$ cat src/rtl/msr_exit_pkg.sv
package msr_exit_pkg;
  localparam int unsigned IDX_W     = 32;
  localparam int unsigned WIN_BITS  = 13;
  localparam int unsigned BYTE_W    = 8;
  localparam logic [IDX_W-1:0] HIGH_BASE = 32'hC000_0000;

  // quarter order is {write, high}
  typedef enum logic [1:0] {
    Q_RD_LO = 2'd0,
    Q_RD_HI = 2'd1,
    Q_WR_LO = 2'd2,
    Q_WR_HI = 2'd3
  } quarter_e;
endpackage

$ cat src/rtl/msr_win_decode.sv
module msr_win_decode #(
  parameter int unsigned IDX_W    = 32,
  parameter int unsigned WIN_BITS = 13,
  parameter int unsigned BYTE_W   = 8,
  parameter logic [IDX_W-1:0] HIGH_BASE = 32'hC000_0000,
  localparam int unsigned SEL_W  = $clog2(BYTE_W),
  localparam int unsigned ADDR_W = 2 + WIN_BITS - SEL_W
) (
  input  logic [IDX_W-1:0]  idx_i,
  input  logic              write_i,
  input  logic              bmp_en_i,
  output logic              lookup_o,
  output logic [ADDR_W-1:0] addr_o,
  output logic [SEL_W-1:0]  sel_o
);
  import msr_exit_pkg::*;

  localparam int unsigned TOP_W = IDX_W - WIN_BITS;

  logic     in_low, in_high;
  quarter_e quarter;

  assign in_low  = (idx_i[IDX_W-1:WIN_BITS] == '0);
  assign in_high = (idx_i[IDX_W-1:WIN_BITS] == HIGH_BASE[IDX_W-1:WIN_BITS]);

  always_comb begin
    unique case ({write_i, in_high})
      2'b00:   quarter = Q_RD_LO;
      2'b01:   quarter = Q_RD_HI;
      2'b10:   quarter = Q_WR_LO;
      default: quarter = Q_WR_HI;
    endcase
  end

  assign lookup_o = bmp_en_i && (in_low || in_high);
  assign addr_o   = {quarter, idx_i[WIN_BITS-1:SEL_W]};
  assign sel_o    = idx_i[SEL_W-1:0];

  logic unused_top;
  assign unused_top = ^TOP_W;
endmodule

$ cat src/rtl/msr_bit_pick.sv
module msr_bit_pick #(
  parameter int unsigned BYTE_W = 8,
  localparam int unsigned SEL_W = $clog2(BYTE_W)
) (
  input  logic [BYTE_W-1:0] byte_i,
  input  logic [SEL_W-1:0]  sel_i,
  output logic              bit_o
);
  // lsb-first numbering within a byte
  assign bit_o = byte_i[sel_i];
endmodule

$ cat src/rtl/msr_exit_unit.sv
module msr_exit_unit
  import msr_exit_pkg::*;
#(
  parameter int unsigned P_IDX_W    = IDX_W,
  parameter int unsigned P_WIN_BITS = WIN_BITS,
  parameter int unsigned P_BYTE_W   = BYTE_W,
  localparam int unsigned SEL_W  = $clog2(P_BYTE_W),
  localparam int unsigned ADDR_W = 2 + P_WIN_BITS - SEL_W
) (
  input  logic                clk_i,
  input  logic                rst_ni,
  input  logic                req_valid_i,
  output logic                req_ready_o,
  input  logic [P_IDX_W-1:0]  req_idx_i,
  input  logic                req_write_i,
  input  logic                req_bmp_en_i,
  output logic                rsp_valid_o,
  output logic                rsp_exit_o,
  output logic                mem_req_o,
  output logic [ADDR_W-1:0]   mem_addr_o,
  input  logic [P_BYTE_W-1:0] mem_rdata_i
);
  logic              fire;
  logic              need_lookup;
  logic [SEL_W-1:0]  sel_d, sel_q;
  logic              pend_lookup_q, pend_force_q;
  logic              picked;

  msr_win_decode #(
    .IDX_W    (P_IDX_W),
    .WIN_BITS (P_WIN_BITS),
    .BYTE_W   (P_BYTE_W),
    .HIGH_BASE(HIGH_BASE[P_IDX_W-1:0])
  ) u_decode (
    .idx_i   (req_idx_i),
    .write_i (req_write_i),
    .bmp_en_i(req_bmp_en_i),
    .lookup_o(need_lookup),
    .addr_o  (mem_addr_o),
    .sel_o   (sel_d)
  );

  msr_bit_pick #(.BYTE_W(P_BYTE_W)) u_pick (
    .byte_i(mem_rdata_i),
    .sel_i (sel_q),
    .bit_o (picked)
  );

  assign req_ready_o = !pend_lookup_q;
  assign fire        = req_valid_i && req_ready_o;
  assign mem_req_o   = fire && need_lookup;

  always_ff @(posedge clk_i or negedge rst_ni) begin
    if (!rst_ni) begin
      pend_lookup_q <= 1'b0;
      pend_force_q  <= 1'b0;
      sel_q         <= '0;
    end else begin
      pend_lookup_q <= fire && need_lookup;
      pend_force_q  <= fire && !need_lookup;
      if (fire && need_lookup) sel_q <= sel_d;
    end
  end

  assign rsp_valid_o = pend_lookup_q || pend_force_q;
  assign rsp_exit_o  = pend_force_q || (pend_lookup_q && picked);
endmodule

$ cat config.mk
export PLATFORM = sky130hd
export DESIGN_NAME = msr_exit_unit
export DESIGN_NICKNAME = d
export VERILOG_FILES = /design/src/rtl/msr_exit_pkg.sv /design/src/rtl/msr_win_decode.sv /design/src/rtl/msr_bit_pick.sv /design/src/rtl/msr_exit_unit.sv
export SDC_FILE = /design/constraint.sdc
export NUM_CORES = 1
export LEC_CHECK = 0
export ABC_AREA = 1
export BUFFER_PORTS_ARGS = -buffer_cell sky130_fd_sc_hd__buf_4
export CAP_MARGIN = 20
export CORE_MARGIN = 3
export CORE_UTILIZATION = 34
export CTS_CLUSTER_DIAMETER = 50
export DETAILED_ROUTE_END_ITERATION = 16
export PLACE_DENSITY = 0.79
export SLEW_MARGIN = 15
export SYNTH_ARGS = -nofsm -noshare
export SYNTH_HDL_FRONTEND = slang
export SYNTH_SLANG_ARGS = --single-unit
$ cat constraint.sdc
create_clock -name clk_i -period 2.7 [get_ports clk_i]
set_clock_uncertainty 0.2 [all_clocks]
set_input_delay 0.54 -clock clk_i [delete_from_list [all_inputs] [get_ports clk_i]]
set_output_delay 0.54 -clock clk_i [all_outputs]
set_load 0.01 [all_outputs]
# [After elaboration in Yosys (flattened, before gate mapping)]
# Index checks and enable logic that the tools add are counted.
[totals] in_bits=45 elab_cells=22 register_bits=5 output_inout_bits=16
[op_classes] muxes=3 reduce_logical=12 n_lt_le_gt_ge=1 eq_ne=3
[ops] cell="== test 19 bit, second input constant" n=1
[ops] cell="logical NOT 19 bit" n=1
[ops] cell="one-hot mux 2 bit (3 select lines)" n=1
[ops] cell="logical AND 1 bit" n=5
[ops] cell="less-than comparator 3 x 4 -> 1 bit, second input constant" n=1
[ops] cell="binary-select mux 1 bit (select 3 bit)" n=1
[ops] cell="logical OR 1 bit" n=3
[ops] cell="== test 2 x 1 -> 1 bit, second input constant" n=1
[ops] cell="== test 2 bit, second input constant" n=1
[ops] cell="logical NOT 1 bit" n=2
[ops] cell="logical NOT 2 bit" n=1
[ops] cell="2-to-1 mux 1 bit" n=1

# [Longest topological paths before layout]
# Gate-level depths: netlist (run 1).
[depth] depth_word=5 mapped_depth=7

# [Modules after synthesis]
# From an unflattened synthesis (run 1), not the netlist that was laid out.
[hier_totals] hier_cells=89 area_unflattened_um2=511.7
[by_module_without_submodules] module="msr_exit_unit" seq_area_each_um2=125.1 instances=1 area_each_um2=206.4 cells_per_inst=23
[by_module_without_submodules] module="msr_win_decode" seq_area_each_um2=0.0 instances=1 area_each_um2=195.2 cells_per_inst=38
[by_module_without_submodules] module="msr_bit_pick" seq_area_each_um2=0.0 instances=1 area_each_um2=110.1 cells_per_inst=28

# [Worst setup path before layout (run 1)]
# Ideal clock, no wire load.
[synth_timing] kind="input to output" startpoint="input req_idx_i[14]" endpoint="output mem_addr_o[10]" path_buffers=0 required_time_ns=1.960 t_arrival_ns=1.165 path_stages=5 path_slack_ns=0.795 cell_sequence="nor2_1 > nand2_1 > nor2_2 > nand2_2 > nor3_1"
[synth_via] elab_chain_len=3 word_cells_on_any_way=5
[synth_lines] item="start, declared" line_no="msr_exit_unit.sv:14" rtl="input logic [P_IDX_W-1:0] req_idx_i,"
[synth_lines] item="== test 19 bit (*)" line_no="msr_win_decode.sv:24" rtl="assign in_high = (idx_i[IDX_W-1:WIN_BITS] == HIGH_BASE[IDX_W-1:WIN_BITS]);"
[synth_lines] item="== test 2 bit (tied with other cells)" line_no="msr_win_decode.sv:27" rtl="unique case ({write_i, in_high})"
[synth_lines] item="one-hot mux 2 bit (3 select lines) (*)" line_no="msr_win_decode.sv:27"
[synth_lines] item="end, declared" line_no="msr_exit_unit.sv:20" rtl="output logic [ADDR_W-1:0] mem_addr_o,"
# Mark *: on every way between the ends. The rest lies on a longest branch, timed or not.

# [Final worst setup path (run 1)]
[layout_timing] startpoint="input req_idx_i[14]" endpoint="output mem_req_o"
[layout_via] elab_chain_len=4 word_cells_on_any_way=5
[layout_lines] item="== test 19 bit or logical NOT 19 bit (tied branches)" line_no="msr_win_decode.sv:24, msr_win_decode.sv:23"
[layout_lines] item="logical OR 1 bit (*)" line_no="msr_win_decode.sv:35" rtl="assign lookup_o = bmp_en_i && (in_low || in_high);"
[layout_lines] item="logical AND 1 bit (*)" line_no="msr_win_decode.sv:35"
[layout_lines] item="logical AND 1 bit (*)" line_no="msr_exit_unit.sv:51" rtl="assign mem_req_o = fire && need_lookup;"
[layout_lines] item="end, declared" line_no="msr_exit_unit.sv:19" rtl="output logic mem_req_o,"
# Marks and branches as above.

==> results of run 1 <==
==> report_power, final <==
group	internal [mW]	switching [mW]
Combinational	0.0385	0.0194
Clock	0.0559	0.0313
Sequential	0.0759	0.000158
Total	0.170	0.0508
==> critical path, stage by stage <==
cell and delay (ns):
buf_4 0.11, nor2_1 0.09, nand2_1 0.07, nor2_2 0.13, nand4_1 0.19, inv_1 0.12, buf_4 0.12
==> per-stage QoR <==
step           hold slack (ns)   util  total power, mW  cells  cell area, um^2
2_1_floorplan           0.0444      -            0.109     78              508
3_3_place_gp             0.141  0.535            0.134    119              722
3_5_place_dp             0.141  0.535            0.134    119              722
4_1_cts                  0.331  0.562            0.225    124              758
5_1_grt                  0.349  0.562            0.239    124              758
6_report                 0.326  0.562            0.221    124              758
==> cell type report <==
type	count	area [um^2]
inverters	14	52.6
multi-input cells	47	240
flip-flops and latches	5	125
repair buffers	39	295
clock buffers	4	26.3
well taps	15	18.8
fillers	130	592
==> layer usage <==
layer  up-vias  wire, um  GRT usage
met5         -         0          0
met4         0        14     0.0783
met3         3       224     0.0488
met2        43       561      0.218
met1       223       368      0.125
li1        290         -          -
==> kinds of logic after synthesis <==
family,count (synthesis),share of synthesized area
compound gates,7,0.0862
simple gates,40,0.387
buf+inv,26,0.281
flops,5,0.246
==> registers in the layout (all words and copies together) (netlist names) <==
signal         count
pend_lookup_q      1
sel_q              3
pend_force_q       1
==> final timing paths <==
kind,from,end,slack [ns],cells past startpoint
max reg2reg,pend_lookup_q,sel_q[2],1.40,4
min in group asynchronous,rst_ni,pend_force_q,0.44,2
max,req_idx_i[14],mem_req_o,0.60,7
min reg2reg,sel_q[2],sel_q[2],0.33,2
min,sel_q[2],sel_q[2],0.33,2
max in group asynchronous,rst_ni,sel_q[1],1.76,2
==> cell usage in the layout, fill, tap and decap left out, drive strengths merged <==
cell type,synthesis,routed
a21oi,3,3
buf,11,38
clkbuf,1,4
dfrtp,5,5
dlygate4sd3,0,1
inv,14,14
nand2,19,19
nand3,6,6
nand4,1,1
nor2,12,12
nor3,1,1
o211ai,2,2
o21ai,2,2
or2,1,1
==> impl_metrics.env, run 1 <==
export IMPL_synth_top_flop_cell="dfrtp_1"
export IMPL_ant_nets=0
export IMPL_fin_ws_ns=0.597
export IMPL_finalHoldViolCount=0
export IMPL_rsz0062_at_grt="no"
export IMPL_start_kind="input port"
export IMPL_pre_cts_ws_ns=0.581
export IMPL_grt_overflow=0
export IMPL_timing_slew_headroom=0.838
export IMPL_setup_tns_ns=0
export IMPL_yosys_area_top_type="dfrtp_1"
export IMPL_outcome="finished, final reports clean"
export IMPL_ios=61
export IMPL_post_dp_hpwl_um=997
export IMPL_avgRoutedWirePerCell_um=9.42
export IMPL_synth_cell_types=19
export IMPL_cts_buffers=3
export IMPL_postCtsResizedCells=0
export IMPL_drt_wl_total_um=1170
export IMPL_grt_first_pass_wirelength_um=1820
export IMPL_grt_max_degree=10
export IMPL_syn_nets=123
export IMPL_synth_most_common_cell="nand2_1"
export IMPL_mappedNetlistArea_um2=508
export IMPL_cts_sinks=5
export IMPL_grt_pass1_vias=489
export IMPL_routed_via_density=4.51
export IMPL_grt_usage=0.126
export IMPL_slew_viol_final=0
export IMPL_clk_latency_ns=0.24
export IMPL_worst_ep_arrival_time_ns=1.36
export IMPL_power_density_nw_per_um2=292
export IMPL_die_area_um2=1990
export IMPL_cts_htree_levels=1
export IMPL_synth_area_leaders="dfrtp_1 (25%), buf_4 (15%), nand2_1 (12%)"
export IMPL_area_growth_synth_to_final_pct=49.3
export IMPL_syn_avg_cell_area_um2=6.51
export IMPL_diodes=0
export IMPL_io_buffer_count=38
export IMPL_crit_type="in -> out"
export IMPL_die_y_um=44.7
export IMPL_synth_async_reset_ratio=1.00
export IMPL_antenna_found_initial=0
export IMPL_fin_nets=155
export IMPL_cts_setup_buffers=0
export IMPL_maxCapViolCount=0
export IMPL_cts_tree="done"
export IMPL_route_detailed_drc=0
export IMPL_synth_top_area_share=0.246
export IMPL_synth_seq_cells=5
export IMPL_fmax_ghz=0.476
export IMPL_gp_congestion=0.735
export IMPL_worst_path_max_fanout=4
export IMPL_setup_viol=0
export IMPL_worst_pin_slew_ns=0.243
export IMPL_hold_buffers=1
export IMPL_synth_edf_count=0
export IMPL_drt_first_pass_iters=4
export IMPL_clk_pin_slew_worst_paths_ns=0.05
export IMPL_fin_crit_sh=0.779
export IMPL_hold_class="reg -> reg"
export IMPL_synth_seq_area_share=0.246
export IMPL_cp_required_ns=1.96
export IMPL_drive_above_1_share=0.477
export IMPL_clk_path_buf_depth=2
export IMPL_start_util=0.376
export IMPL_ir_drop_v=0.000137
export IMPL_core_area_um2=1350
export IMPL_synth_common_cells="nand2_1 (16), inv_1 (13), buf_4 (10), nand3_1 (6), nor2_1 (6)"
export IMPL_num_vias=559
export IMPL_end_kind="output port"
export IMPL_chipWidth_um=44.7
export IMPL_drt_iter0_drc=6
export IMPL_period_needed_ns=2.10
export IMPL_rows=13
export IMPL_cts_root_buf="clkbuf_4"
export IMPL_p_leak_nw=0.416
export IMPL_synthCells=78
export IMPL_yosysWarnings=0
Note: power is estimated with default switching activity, not from simulation.
==> run 2: changes to the inputs <==
- CORE_UTILIZATION: 34 -> 29
- PLACE_DENSITY: 0.79 -> 0.71
- clock period: 2.7 -> 1.8 ns (I/O delays scaled with it)
==> impl_metrics.env, run 2 (synthesis results as in run 1) <==
export IMPL_setup_viol=1
export IMPL_cts_buffers=3
export IMPL_ir_drop_v=0.000236
export IMPL_antenna_found_initial=0
export IMPL_p_leak_nw=0.438
export IMPL_top_register="sel_q"
export IMPL_cts_sinks=5
export IMPL_grt_first_pass_wirelength_um=1680
export IMPL_drt_wl_total_um=1190
export IMPL_fin_util=0.511
export IMPL_place_area_um2=738
export IMPL_start_kind="flip-flop"
export IMPL_clk_path_buf_depth=2
export IMPL_clk_latency_ns=0.24
export IMPL_r2r_start="pend_lookup_q"
export IMPL_fin_ws_ns=-0.0444
export IMPL_area_growth_synth_to_final_pct=58.6
export IMPL_io_buffer_count=38
export IMPL_ant_nets=0
export IMPL_hold_class="in -> reg"
export IMPL_cts_tree="done"
export IMPL_hold_end="sel_q[1]"
export IMPL_grt_max_degree=9
export IMPL_drive_above_1_share=0.522
export IMPL_slew_viol_final=0
export IMPL_fillers=159
export IMPL_routed_via_density=4.36
export IMPL_worst_ep_arrival_time_ns=1.28
export IMPL_swShare=0.221
export IMPL_r2r_cells=5
export IMPL_clock_power_share=0.379
export IMPL_fmax_ghz=0.542
export IMPL_end_kind="output port"
export IMPL_r2r_end="sel_q[0]"
export IMPL_period_needed_ns=1.84
export IMPL_clk_pin_slew_worst_paths_ns=0.04
export IMPL_grt_overflow=0
export IMPL_hp_start="req_idx_i[1]"
export IMPL_cts_root_buf="clkbuf_4"
export IMPL_pre_cts_ws_ns=0.0839
export IMPL_internal_power_mw=0.258
export IMPL_finalHoldViolCount=0
export IMPL_seqCellArea_um2=126
export IMPL_p_comb_frac=0.275
export IMPL_met3_length_um=182
export IMPL_core_area_um2=1580
export IMPL_die_y_um=47.9
export IMPL_cts_htree_levels=1
export IMPL_met1_length_um=455
export IMPL_rsz0062_at_grt="yes"
export IMPL_crit_type="reg -> out"
export IMPL_num_vias=562
export IMPL_total_power_mw=0.331
export IMPL_largest_reg_flops=3
export IMPL_layout_commonest_cell="buf_4"
export IMPL_top_layer_used="met4"
export IMPL_outcome="finished, violations left"
export IMPL_drt_iter0_drc=7
export IMPL_grt_pass1_vias=458
export IMPL_mostFrequentLayoutCells="buf_4 (40), nand2_1 (15), inv_1 (13)"
export IMPL_top_regs="sel_q (3), pend_force_q (1), pend_lookup_q (1)"
export IMPL_worstHoldPathCells=3
export IMPL_die_area_um2=2290
export IMPL_final_area_um2=806
export IMPL_maxCapViolCount=0
export IMPL_route_detailed_drc=0
export IMPL_start_util=0.322
export IMPL_ios=61
export IMPL_multi_input_comb_area_um2=248
export IMPL_drt_first_pass_iters=2
export IMPL_chipWidth_um=47.9
export IMPL_fin_crit_sh=1.02
export IMPL_whs_ns=0.151
export IMPL_p_sw_mw=0.0731
export IMPL_avgRoutedWirePerCell_um=9.23
export IMPL_seqPwrFrac=0.346
export IMPL_worst_path_max_fanout=8
export IMPL_cp_required_ns=1.24
export IMPL_wl_met2_um=522
export IMPL_timing_slew_headroom=0.895
export IMPL_fin_nets=159
export IMPL_violations="setup timing"
export IMPL_rows=14
export IMPL_power_density_nw_per_um2=410
export IMPL_worst_pin_slew_ns=0.156
export IMPL_grt_usage=0.105
export IMPL_reg2reg_setup_slack_ns=0.55
export IMPL_diodes=0
export IMPL_gp_congestion=0.634
## run 2: changes by cell type in the layout (fill, tap and decap cells not counted)
cell     before  now
nor3_1        1    0
buf_6         0    2
dfrtp_2       0    1
nand2_2       3    4
dfrtp_1       5    4
nand2_1      16   15
nor3_2        0    1
buf_4        38   40
## run 2: critical path, cell delays in order, from the launching register on
cell     delay [ns]
dfrtp_2        0.45
or2_0          0.21
nand2_1        0.06
nand3_1        0.08
nand3_1        0.07
nand2_1        0.06
buf_6          0.12
## run 2: what timing repair did
| item | 4_1_cts | 5_1_grt |
|---|---|---|
| gates resized for setup | 3 | 2 |
| gates cloned | 0 | 0 |
| hold endpoints to repair | 5 | 0 |
| buffers inserted | 2 | 0 |
| setup endpoints to repair | 1 | 2 |
| hold buffers | 1 | 0 |
| pin swaps | 4 | 1 |
## run 2: stage by stage
step                TNS (ns)  std cells
floorplan                  0         78
global placement           0        122
detailed placement         0        122
CTS                  -0.0567        129
global route          -0.168        129
finish               -0.0444        129
## run 2: worst max path at each step
stage / from / to / slack, ns / depth (start not counted)
final: sel_q[0] / rsp_exit_o / -0.04 / 6
after global routing: sel_q[0] / rsp_exit_o / -0.17 / 7
after CTS: sel_q[0] / rsp_exit_o / -0.06 / 6
after detailed placement: req_idx_i[22] / mem_addr_o[10] / 0.08 / 7
after global placement: req_idx_i[20] / mem_addr_o[10] / 0.1 / 7
after floorplan: req_idx_i[14] / mem_addr_o[10] / 0.25 / 5
## run 2: area by class of cell
type                            instances  share of cell area
Timing Repair Buffer                   43               0.413
Tap cell                               16              0.0248
Clock buffer                            4              0.0326
Inverter                               14              0.0652
Sequential cell                         5               0.157
Multi-Input combinational cell         47               0.307
## run 2: layer usage
metal | track usage | vias up
met1 | 0.121 | 220
met4 | 0.0753 | 0
li1 | - | 296
met2 | 0.161 | 42
met5 | 0 | -
met3 | 0.0376 | 4
## run 2: power groups by stage
stage / logic [mW] / clock network (mW) / registers, mW
final: 0.0910 / 0.125 / 0.114
after global routing: 0.100 / 0.145 / 0.114
after CTS: 0.0910 / 0.132 / 0.114
after detailed placement: 0.0881 / 0 / 0.116
after global placement: 0.0862 / 0 / 0.116
after floorplan: 0.0471 / 0 / 0.116
